File: src/rtl/gtmr_pkg.sv
package gtmr_pkg;
  localparam int DW = 16;

  typedef enum logic [1:0] {
    REG_CTRL   = 2'd0,
    REG_COUNT  = 2'd1,
    REG_PERIOD = 2'd2
  } reg_sel_e;

  localparam int B_RUN      = 15;
  localparam int B_IDLESTOP = 13;
  localparam int B_SRC_LO   = 8;
  localparam int B_GATE     = 7;
  localparam int B_DIV_LO   = 4;
  localparam int B_EXT      = 1;
  localparam logic [DW-1:0] CTRL_MASK = 16'hA3B2;

  // log2 of the division ratio for each divide code
  function automatic int div_shift(input logic [1:0] code);
    case (code)
      2'd0:    return 0;
      2'd1:    return 3;
      2'd2:    return 6;
      default: return 8;
    endcase
  endfunction
endpackage

File: src/rtl/gtmr_sync.sv
module gtmr_sync #(
  parameter int N      = 5,
  parameter int STAGES = 2
)(
  input  logic         clk,
  input  logic         rst,
  input  logic [N-1:0] din,
  output logic [N-1:0] lvl
);
  for (genvar i = 0; i < N; i++) begin : g_bit
    logic [STAGES-1:0] sh;
    always_ff @(posedge clk) begin
      if (rst) sh <= '0;
      else     sh <= {sh[STAGES-2:0], din[i]};
    end
    assign lvl[i] = sh[STAGES-1];

    // the synchronized level follows the first stage one cycle later
    assert_sync_shift_R5: assert property (@(posedge clk) disable iff (rst)
      $rose(sh[0]) |=> sh[1]);
  end
endmodule

File: src/rtl/gtmr_prescale.sv
module gtmr_prescale import gtmr_pkg::*; #(
  parameter int PRE_W = 8
)(
  input  logic       clk,
  input  logic       rst,
  input  logic       clr,
  input  logic       pulse,
  input  logic [1:0] div_sel,
  output logic       tick
);
  logic [PRE_W-1:0] pcnt;
  logic [PRE_W-1:0] term;

  always_comb term = PRE_W'((32'd1 << div_shift(div_sel)) - 32'd1);

  assign tick = pulse && !clr && (pcnt >= term);

  always_ff @(posedge clk) begin
    if (rst || clr)  pcnt <= '0;
    else if (pulse)  pcnt <= (pcnt >= term) ? '0 : pcnt + 1'b1;
  end

  assert_clear_empties_R8: assert property (@(posedge clk) disable iff (rst)
    clr |=> (pcnt == '0));
endmodule

File: src/rtl/gtmr_top.sv
module gtmr_top import gtmr_pkg::*; #(
  parameter int N_EXT       = 4,
  parameter int SYNC_STAGES = 2,
  parameter int PRE_W       = 8
)(
  input  logic             clk,
  input  logic             rst,
  input  logic             int_tick,
  input  logic [N_EXT-1:0] ext_in,
  input  logic             gate_in,
  input  logic             idle_in,
  input  logic             pair_en,
  input  logic             pair_tick,
  input  logic             bus_wr,
  input  logic [1:0]       bus_addr,
  input  logic [DW-1:0]    bus_wdata,
  output logic [DW-1:0]    bus_rdata,
  output logic             match_irq,
  output logic             gate_end
);
  localparam int SEL_W = $clog2(N_EXT);

  logic [DW-1:0]    ctrl_q, cnt_q, per_q;
  logic [N_EXT:0]   sync_lvl;
  logic [N_EXT-1:0] ext_lvl;
  logic             gate_lvl, gate_prev, ext_prev, ext_sel_lvl;
  logic             wr_ctrl, wr_cnt, run, ext_mode, gated, idle_halt;
  logic             src_pulse, gate_ok, pre_pulse, pre_clr, pre_tick, adv;

  gtmr_sync #(.N(N_EXT + 1), .STAGES(SYNC_STAGES)) u_sync (
    .clk(clk), .rst(rst), .din({gate_in, ext_in}), .lvl(sync_lvl));

  assign ext_lvl  = sync_lvl[N_EXT-1:0];
  assign gate_lvl = sync_lvl[N_EXT];

  assign wr_ctrl   = bus_wr && (bus_addr == REG_CTRL);
  assign wr_cnt    = bus_wr && (bus_addr == REG_COUNT);
  assign run       = ctrl_q[B_RUN];
  assign ext_mode  = ctrl_q[B_EXT];
  assign gated     = run && !ext_mode && ctrl_q[B_GATE];
  assign idle_halt = ctrl_q[B_IDLESTOP] && idle_in;

  assign ext_sel_lvl = ext_lvl[ctrl_q[B_SRC_LO +: SEL_W]];
  assign src_pulse   = ext_mode ? (ext_sel_lvl && !ext_prev) : int_tick;
  assign gate_ok     = ext_mode || !ctrl_q[B_GATE] || gate_lvl;
  assign pre_pulse   = !pair_en && run && !idle_halt && gate_ok && src_pulse;
  assign pre_clr     = wr_ctrl && run;

  gtmr_prescale #(.PRE_W(PRE_W)) u_pre (
    .clk(clk), .rst(rst), .clr(pre_clr), .pulse(pre_pulse),
    .div_sel(ctrl_q[B_DIV_LO +: 2]), .tick(pre_tick));

  assign adv = pair_en ? pair_tick : pre_tick;

  always_ff @(posedge clk) begin
    if (rst) begin
      ext_prev  <= 1'b0;
      gate_prev <= 1'b0;
      gate_end  <= 1'b0;
    end else begin
      ext_prev  <= ext_sel_lvl;
      gate_prev <= gate_lvl;
      gate_end  <= !pair_en && gated && gate_prev && !gate_lvl;
    end
  end

  always_ff @(posedge clk) begin
    if (rst) begin
      ctrl_q <= '0;
      per_q  <= '1;
    end else if (bus_wr) begin
      if (bus_addr == REG_CTRL)   ctrl_q <= bus_wdata & CTRL_MASK;
      if (bus_addr == REG_PERIOD) per_q  <= bus_wdata;
    end
  end

  always_ff @(posedge clk) begin
    if (rst) begin
      cnt_q     <= '0;
      match_irq <= 1'b0;
    end else begin
      match_irq <= 1'b0;
      if (wr_cnt) begin
        cnt_q <= bus_wdata;
      end else if (adv) begin
        if (cnt_q == per_q) begin
          cnt_q     <= '0;
          match_irq <= 1'b1;
        end else begin
          cnt_q <= cnt_q + 1'b1;
        end
      end
    end
  end

  always_ff @(posedge clk) begin
    if (rst) bus_rdata <= '0;
    else begin
      case (bus_addr)
        REG_CTRL:   bus_rdata <= ctrl_q;
        REG_COUNT:  bus_rdata <= cnt_q;
        REG_PERIOD: bus_rdata <= per_q;
        default:    bus_rdata <= '0;
      endcase
    end
  end

  assert_match_wraps_R10: assert property (@(posedge clk) disable iff (rst)
    match_irq |-> (cnt_q == '0));

  assert_stopped_hold_R4: assert property (@(posedge clk) disable iff (rst)
    (!pair_en && !run && !wr_cnt) |=> $stable(cnt_q));

  assert_idle_hold_R7: assert property (@(posedge clk) disable iff (rst)
    (!pair_en && idle_halt && !wr_cnt) |=> $stable(cnt_q));

  assert_gate_halt_R6: assert property (@(posedge clk) disable iff (rst)
    (!pair_en && gated && !gate_lvl && !wr_cnt) |=> $stable(cnt_q));

  assert_ctrl_unimpl_R1: assert property (@(posedge clk) disable iff (rst)
    (bus_addr == REG_CTRL) |=> ((bus_rdata & ~CTRL_MASK) == '0));
endmodule

File: config.mk
export PLATFORM = sky130hd
export DESIGN_NAME = gtmr_top
export DESIGN_NICKNAME = d
export VERILOG_FILES = /design/src/rtl/gtmr_pkg.sv /design/src/rtl/gtmr_sync.sv /design/src/rtl/gtmr_prescale.sv /design/src/rtl/gtmr_top.sv
export SDC_FILE = /design/constraint.sdc
export NUM_CORES = 1
export LEC_CHECK = 0
export ABC_CLOCK_PERIOD_IN_PS = 3500
export BUFFER_PORTS_ARGS = -buffer_cell sky130_fd_sc_hd__buf_2
export CAP_MARGIN = 20
export CORE_MARGIN = 5
export CORE_UTILIZATION = 58
export DETAILED_ROUTE_END_ITERATION = 8
export PLACE_DENSITY = 0.8
export SETUP_SLACK_MARGIN = 0.2
export SYNTH_ARGS = -nofsm -noshare
export SYNTH_HDL_FRONTEND = slang
export SYNTH_HIERARCHICAL = 1
export SYNTH_SLANG_ARGS = --single-unit
File: constraint.sdc
create_clock -name clk -period 3.5 [get_ports clk]
set_input_delay 0.35 -clock clk [delete_from_list [all_inputs] [get_ports clk]]
set_output_delay 0.35 -clock clk [all_outputs]
set_load 0.02 [all_outputs]
==> results.md, run 1 <==
* Status: complete, no violations
* Cell count after synthesis at 423
* Routability cong. at between 0.9 and 1
* Initial antenna violation count at 0
* Largest net degree at the start of global routing at 52
* Yosys reg bits at 78
* Worst r2r path cells at 14
* Fmax at between 0.3 and 0.4 GHz
* Layout cell share with drive strength beyond 1 at 0.219
* CP startpoint kind: flop
* Pwr Density at 426 nW/um^2
* # diodes at 0
* Cts bufs inserted at 9
* Setup TNS at 0 ns
* Site Rows at 30
* Worst clock skew at 0.00726 ns
* FILL cells at about 540
* Insertion delay to the later sink of the worst-skew pair at about 0.36 ns
* Mapped cell area at around 4000 sq um
* Clk slew on worst S/H paths at 0.09 ns
* Syn Nets at 469
* Core area at roughly 6800 sq um
* VDD IR-drop max at about 0.26 mV
* Leak at around 1.8 nW
* Biggest cell delay along the critical path at 0.37 ns
* Vias per inst at between 6 and 7
* Synth unique cells at 53
* Synth warnings at 6
* Deepest clock path buffer count at 2
* Root Buffer: clkbuf_8
* Crit path max-delay cell type: dfxtp_2
* Io pins at 48
* Routed wire length at between 9 and 10 mm
* Fin crit period at 3.15 ns
* Antenna-violating nets left at 0
* Commonest non-fill, non-tap cells in the layout: dfxtp_1, buf_2, nor2_1
* Worst Hold Depth at 2
* Final Hold Fails at 0
* Crit-path cells: inv_1 -> ha_1 -> nor2_1 -> a21oi_1 -> ha_1 -> and3_4 -> a221o_1 -> a22o_1 -> nor2b_1 -> mux2_2 -> nor2b_4 -> buf_6 -> o211ai_1 -> a21oi_1
* Critical Path RT at between 3 and 4 ns
* GRT Resource Usage Total at 0.229
* DR iter-0 viols at about 280
* Sequential share of the synthesized area at 0.390
* First-pass GRT wire length at around 16 mm
* Grt ovf at 0
* Post-synth EDFFs at 0
* H-tree level count at 3
* Nets at 498
* Vias in the first global route at 3173
* IO Port Bufs at 47
* Die W at 93.1 um
* Crit end category: flop
* Final setup vio count at 0
* Maximum fanout along the worst path at 10
* Drt first pass iters at 5
* Max Slew Vio Count at 0
* RSZ-0062 raised after global routing: yes
* MaxCap Viol Count at 0
* WL/cell at approximately 18 um
* Arrival @ worst endpoint at approximately 3.4 ns
* Initial Utilization at 0.593
* Min-delay worst type: in2reg
* Worst-margin pin slew at between 0.9 and 1 ns
* Die H at a little over 90 um
* Post-DP HPWL at 6.61 mm
* Area grow syn2layout at 10.6%
* Vias at 3307
* Die area at 8670 sq um
* Pre-CTS WS at 0.233 ns
* Average size of a mapped cell at roughly 9.5 sq um
* Most common cell after layout, fill and taps aside: dfxtp_1
* Prevailing post-synth register cell: dfxtp_1
* Asr flop ratio synth at 0
* CTS tree: yes
* Setup slack after layout at ~0.35 ns
* Residual DRC count at 0
* Worst slew margin at 0.334
* Final period util at 0.901
* Clk sinks at 78
* WS Path Type: reg2reg
==> critical path, delay by kind of cell (launching register included) <==
kind / cells / cell delay, ns
AO/OA/AOI/OAI: 5 / 0.78
adder cells (fa/ha/maj): 2 / 0.62
buffers and inverters: 2 / 0.28
flip-flops: 1 / 0.37
multiplexers: 1 / 0.29
AND/OR/NAND/NOR: 4 / 0.63
==> registers in the layout, summed over array words and instances (netlist names) <==
signal	cells
per_q	16
u_sync/g_bit.sh	10
bus_rdata	16
gate_end	1
ctrl_q	8
cnt_q	16
ext_prev	1
u_pre/pcnt	8
gate_prev	1
match_irq	1
==> Yosys cell counts (all sizes together), types with 5 or more instances <==
cell type / count / share of area
a211o: 16 / 0.035
a21oi: 24 / 0.030
a22oi: 23 / 0.043
and3: 19 / 0.031
buf: 26 / 0.043
clkbuf: 14 / 0.013
dfxtp: 78 / 0.39
ha: 16 / 0.050
inv: 10 / 0.0094
mux2i: 17 / 0.042
nand2: 10 / 0.0094
nand3: 12 / 0.018
nand4: 8 / 0.018
nor2: 45 / 0.043
nor2b: 19 / 0.030
nor3b: 5 / 0.011
nor4: 15 / 0.048
o211ai: 5 / 0.0094
xnor2: 7 / 0.015
xor2: 24 / 0.052
==> layer usage <==
| layer | GRT usage | share of wire |
|---|---|---|
| met5 | 0 | 0 |
| met4 | 0.0904 | 0.021 |
| met3 | 0.0491 | 0.061 |
| met2 | 0.370 | 0.49 |
| met1 | 0.299 | 0.42 |
==> repair_timing <==
item | in CTS | in global routing
buffers inserted | 0 | 1
hold buffers | 0 | 0
gates resized for setup | 1 | 5
cloned | 0 | 1
setup endpoints to repair | 2 | 17
==> per-stage QoR <==
| stage | power, mW | hold WS, ns | area [sq um] | instances | util |
|---|---|---|---|---|---|
| 2_1_floorplan | 1.11 | 0.399 | 4010 | 423 | - |
| 3_3_place_gp | 1.16 | 0.407 | 4180 | 518 | 0.618 |
| 3_5_place_dp | 1.17 | 0.417 | 4190 | 519 | 0.620 |
| 4_1_cts | 1.89 | 0.189 | 4400 | 535 | 0.652 |
| 5_1_grt | 1.96 | 0.205 | 4430 | 537 | 0.656 |
| 6_report | 1.89 | 0.199 | 4430 | 537 | 0.656 |
==> cells by family (layout without fill, tap and decap cells) <==
kind of cell,Yosys count,in the layout,synth area share
mux,19,19,0.0509
fa+ha+maj,16,16,0.0500
xor+xnor,31,31,0.0678
compound gates,81,81,0.143
simple gates,148,148,0.233
buf+inv,50,84,0.0659
flops,78,78,0.390
==> path summary, 6_finish.rpt <==
check / start / end / slack [ns]
max: ctrl_q[4]$_SDFFE_PP0N_ / cnt_q[2]$_SDFFE_PP0P_ / 0.35
min: gate_in / u_sync/g_bit[4].sh[0]$_SDFF_PP0_ / 0.20
max reg2reg: ctrl_q[4]$_SDFFE_PP0N_ / cnt_q[2]$_SDFFE_PP0P_ / 0.35
min reg2reg: gate_prev$_SDFF_PP0_ / gate_end$_SDFF_PP0_ / 0.43
==> cell type report <==
class	instances	area (sq um)	area share
clock inverters	7	87.6	0.0198
well taps	80	100	0.0226
repair buffers	58	319	0.0720
multi-input cells	295	2200	0.496
flip-flops and latches	78	1570	0.354
clock buffers	9	124	0.0280
inverters	10	37.5	0.00847
==> power breakdown <==
part | leakage (nW) | total (mW) | switching (mW) | internal (mW)
sequential | 0.639 | 0.957 | 0.0349 | 0.922
clock | 0.109 | 0.728 | 0.380 | 0.348
combinational | 1.07 | 0.202 | 0.118 | 0.0841
total | 1.82 | 1.89 | 0.533 | 1.35
Note: power is estimated with default switching activity, not from simulation.
==> run 2: changes to the inputs <==
--- a/config.mk
+++ b/config.mk
@@ -5,13 +5,15 @@
 export SDC_FILE = /design/constraint.sdc
 export NUM_CORES = 1
 export LEC_CHECK = 0
-export ABC_CLOCK_PERIOD_IN_PS = 3500
+export ABC_AREA = 1
+export ABC_CLOCK_PERIOD_IN_PS = 3800
 export BUFFER_PORTS_ARGS = -buffer_cell sky130_fd_sc_hd__buf_2
 export CAP_MARGIN = 20
 export CORE_MARGIN = 5
-export CORE_UTILIZATION = 58
+export CORE_UTILIZATION = 63
 export DETAILED_ROUTE_END_ITERATION = 8
-export PLACE_DENSITY = 0.8
+export GPL_TIMING_DRIVEN = 0
+export PLACE_DENSITY = 0.85
 export SETUP_SLACK_MARGIN = 0.2
 export SYNTH_ARGS = -nofsm -noshare
 export SYNTH_HDL_FRONTEND = slang
==> constraint.sdc (replaced) <==
create_clock -name clk -period 3.8 [get_ports clk]
set_input_delay 0.38 -clock clk [delete_from_list [all_inputs] [get_ports clk]]
set_output_delay 0.38 -clock clk [all_outputs]
set_load 0.02 [all_outputs]
==> run 2 against run 1 <==
Net effect:
- die area is 1.6% lower
- sequential power is 8.7% lower
- power is 2.3% lower
- fmax is 0.84% higher
- hold slack better by 0.021 ns
- highest routed layer unchanged
==> results.md, run 2 <==
* Leak at 2.32 nW (was 1.82 nW)
* M1 WL at 4.71 mm (was 4.05 mm)
* Clk sinks at 78 (unchanged)
* Cts bufs inserted at 9 (unchanged)
* Max Slew Vio Count at 0 (unchanged)
* Final Hold Fails at 0 (unchanged)
* Most common cell after layout, fill and taps aside: nand2_1 (was dfxtp_1)
* Top cells by area, synth: dfxtp_1, nand2_1, inv_1 (was dfxtp_1, xor2_1, ha_1)
* Layout cell share with drive strength beyond 1 at 0.210 (was 0.219)
* # resized after CTS at 0 (was 1)
* Asr flop ratio synth at 0 (unchanged)
* Most frequent cell after synthesis: nand2_1 (was dfxtp_1)
* Antenna-violating nets left at 0 (unchanged)
* Final setup vio count at 0 (unchanged)
* Average size of a mapped cell at 7.15 sq um (was 9.47 sq um)
* Routed wl met3 at 729 um (was 582 um)
* Initial antenna violation count at 0 (unchanged)
* Crit end category: flop (unchanged)
* Fmax at 0.320 GHz (was 0.317 GHz)
* Multi-input gate area at 2150 sq um (was 2200 sq um)
* Vias at 4030 (was 3307)
* MaxCap Viol Count at 0 (unchanged)
* DR iter-0 viols at 303 (was 275)
* CTS hold repair buffers at 0 (unchanged)
* Sequential cell area at 1560 sq um (was 1570 sq um)
* Fin crit period at 3.13 ns (was 3.15 ns)
* Post-synth top area cell: dfxtp_1 (unchanged)
* Die area at 8530 sq um (was 8670 sq um)
* Min-delay worst type: in2reg (unchanged)
* WS Path Type: reg2reg (unchanged)
* CTS tree: yes (unchanged)
* Deepest clock path buffer count at 2 (unchanged)
* Initial Utilization at 0.640 (was 0.593)
* Post-synth top cells: nand2_1, inv_1, dfxtp_1, nor2_1, nand3_1 (was dfxtp_1, nor2_1, a21oi_1, xor2_1, a22oi_1)
* Share of the synthesized area in the top cell type at 0.365 (was 0.390)
* Synth warnings at 6 (unchanged)
* CP startpoint kind: flop (unchanged)
* Die W at 92.4 um (was 93.1 um)
* Syn Nets at 644 (was 469)
* Prevailing post-synth register cell: dfxtp_1 (unchanged)
* IO Port Bufs at 47 (unchanged)
* Highest metal used: met4 (unchanged)
* FILL cells at 562 (was 541)
* Final period util at 0.823 (was 0.901)
* Arrival @ worst endpoint at 3.41 ns (was 3.35 ns)
* Commonest non-fill, non-tap cells in the layout: nand2_1, inv_1, dfxtp_1 (was dfxtp_1, buf_2, nor2_1)
* Post-DP HPWL at 7.66 mm (was 6.61 mm)
* Setup TNS at 0 ns (unchanged)
* Insertion delay to the later sink of the worst-skew pair at 0.36 ns (about the same)
* Grt ovf at 0 (unchanged)
* Yosys reg bits at 78 (unchanged)
* Post-Layout Cell Count at 741 (was 537)
* Routability cong. at 0.914 (was 0.913)
* Status: complete, no violations (unchanged)
* Clk slew on worst S/H paths at 0.08 ns (was 0.09 ns)
* Placed instance count at 725 (was 519)
* RSZ-0062 raised after global routing: no (was yes)
* WL/cell at 14.2 um (was 17.8 um)
* H-tree level count at 3 (unchanged)
* Residual DRC count at 0 (unchanged)
* Pwr Density at 381 nW/um^2 (was 426 nW/um^2)
* Top Registers: bus_rdata (16), cnt_q (16), per_q (16) (unchanged)
* Root Buffer: clkbuf_8 (unchanged)
* First-pass GRT wire length at 17.6 mm (was 15.6 mm)
* Site Rows at 30 (unchanged)
* Sequential share of the synthesized area at 0.365 (was 0.390)
* Nets at 702 (was 498)
* Worst slew margin at 0.453 (was 0.334)
* Post-synth EDFFs at 0 (unchanged)
* Worst-margin pin slew at 0.821 ns (was 0.999 ns)
* VDD IR-drop max at 0.275 mV (was 0.262 mV)
* GRT Resource Usage Total at 0.258 (was 0.229)
* DR WL met2 at 4.86 mm (was 4.73 mm)
* Io pins at 48 (unchanged)
* Cell count after synthesis at 598 (was 423)
* Core area at 6680 sq um (was 6760 sq um)
* Vias in the first global route at 3819 (was 3173)
* Largest net degree at the start of global routing at 15 (was 52)
* Synth unique cells at 43 (was 53)
* Critical Path RT at 4.08 ns (was 3.70 ns)
* Routed wire length at 10.5 mm (was 9.56 mm)
* Maximum fanout along the worst path at 10 (unchanged)
* FF-to-FF setup slack at 0.67 ns (was 0.35 ns)
* Vias per inst at 5.44 (was 6.16)
* Drt first pass iters at 6 (was 5)
* Post-CTS setup buffer count at 0 (unchanged)
* Area grow syn2layout at 13.3% (was 10.6%)
* # diodes at 0 (unchanged)
* Die H at 92.4 um (was 93.1 um)
* Mapped cell area at 4270 sq um (was 4010 sq um)
* Worst clock skew at 0.00551 ns (was 0.00726 ns)
==> run 2: power by group <==
part           leakage (nW)  internal [mW]  switching [mW]
logic                  1.57         0.0905           0.166
clock network         0.113          0.392           0.321
registers             0.638          0.852          0.0215
==> run 2: worst paths after layout <==
| path | end | from | cells past startpoint |
|---|---|---|---|
| worst max-delay path | cnt_q[9]$_SDFFE_PP0P_ | ctrl_q[4]$_SDFFE_PP0N_ | 19 |
| worst max register to register | cnt_q[9]$_SDFFE_PP0P_ | ctrl_q[4]$_SDFFE_PP0N_ | 19 |
| worst min register to register | u_sync/g_bit[2].sh[1]$_SDFF_PP0_ | u_sync/g_bit[2].sh[0]$_SDFF_PP0_ | 2 |
| worst min-delay path | u_sync/g_bit[2].sh[0]$_SDFF_PP0_ | ext_in[2] | 3 |
==> run 2: cell families after synthesis <==
| group | after synthesis | synth area share |
|---|---|---|
| AO/OA/AOI/OAI | 95 | 0.150 |
| XOR/XNOR | 11 | 0.0225 |
| adder cells (fa/ha/maj) | 16 | 0.0468 |
| buffers and inverters | 128 | 0.131 |
| flip-flops | 78 | 0.365 |
| multiplexers | 1 | 0.00234 |
| AND/OR/NAND/NOR | 269 | 0.282 |
==> run 2: layout make-up <==
type | instances | area share
Tap cell | 80 | 0.0207
Sequential cell | 78 | 0.323
Buffer | 25 | 0.0352
Clock inverter | 6 | 0.0194
Timing Repair Buffer | 47 | 0.0486
Clock buffer | 10 | 0.0284
Multi-Input combinational cell | 392 | 0.444
Inverter | 103 | 0.0809
==> run 2: metal layers <==
layer  vias up  global-route usage
li1       1998                   -
met1      1868               0.345
met2       143               0.419
met3        21              0.0382
met4         0               0.105
met5         -                   0
==> run 2: critical path, cell delays in order, from the launching register on <==
cell     delay [ns]
dfxtp_1        0.43
inv_1          0.13
ha_1           0.30
inv_1          0.09
nand2_1        0.08
o21ai_0        0.20
a21oi_1        0.07
ha_1           0.18
a21oi_1        0.13
nor2_1         0.05
nor2_1         0.12
nand3_1        0.12
nand2_1        0.07
inv_1          0.04
o21ai_2        0.35
nand2_8        0.15
buf_6          0.20
o22ai_1        0.13
inv_1          0.06
a21oi_1        0.13
==> run 2: metrics by stage <==
stage	utilization	setup WS, ns	hold slack [ns]	power (mW)	cell area, sq um
after floorplan	-	1.24	0.388	1.06	4270
after global placement	0.690	0.925	0.389	1.14	4610
after detailed placement	0.690	0.773	0.395	1.14	4610
after CTS	0.725	0.740	0.215	1.85	4840
after global routing	0.725	0.439	0.208	1.94	4840
final	0.725	0.673	0.219	1.84	4840
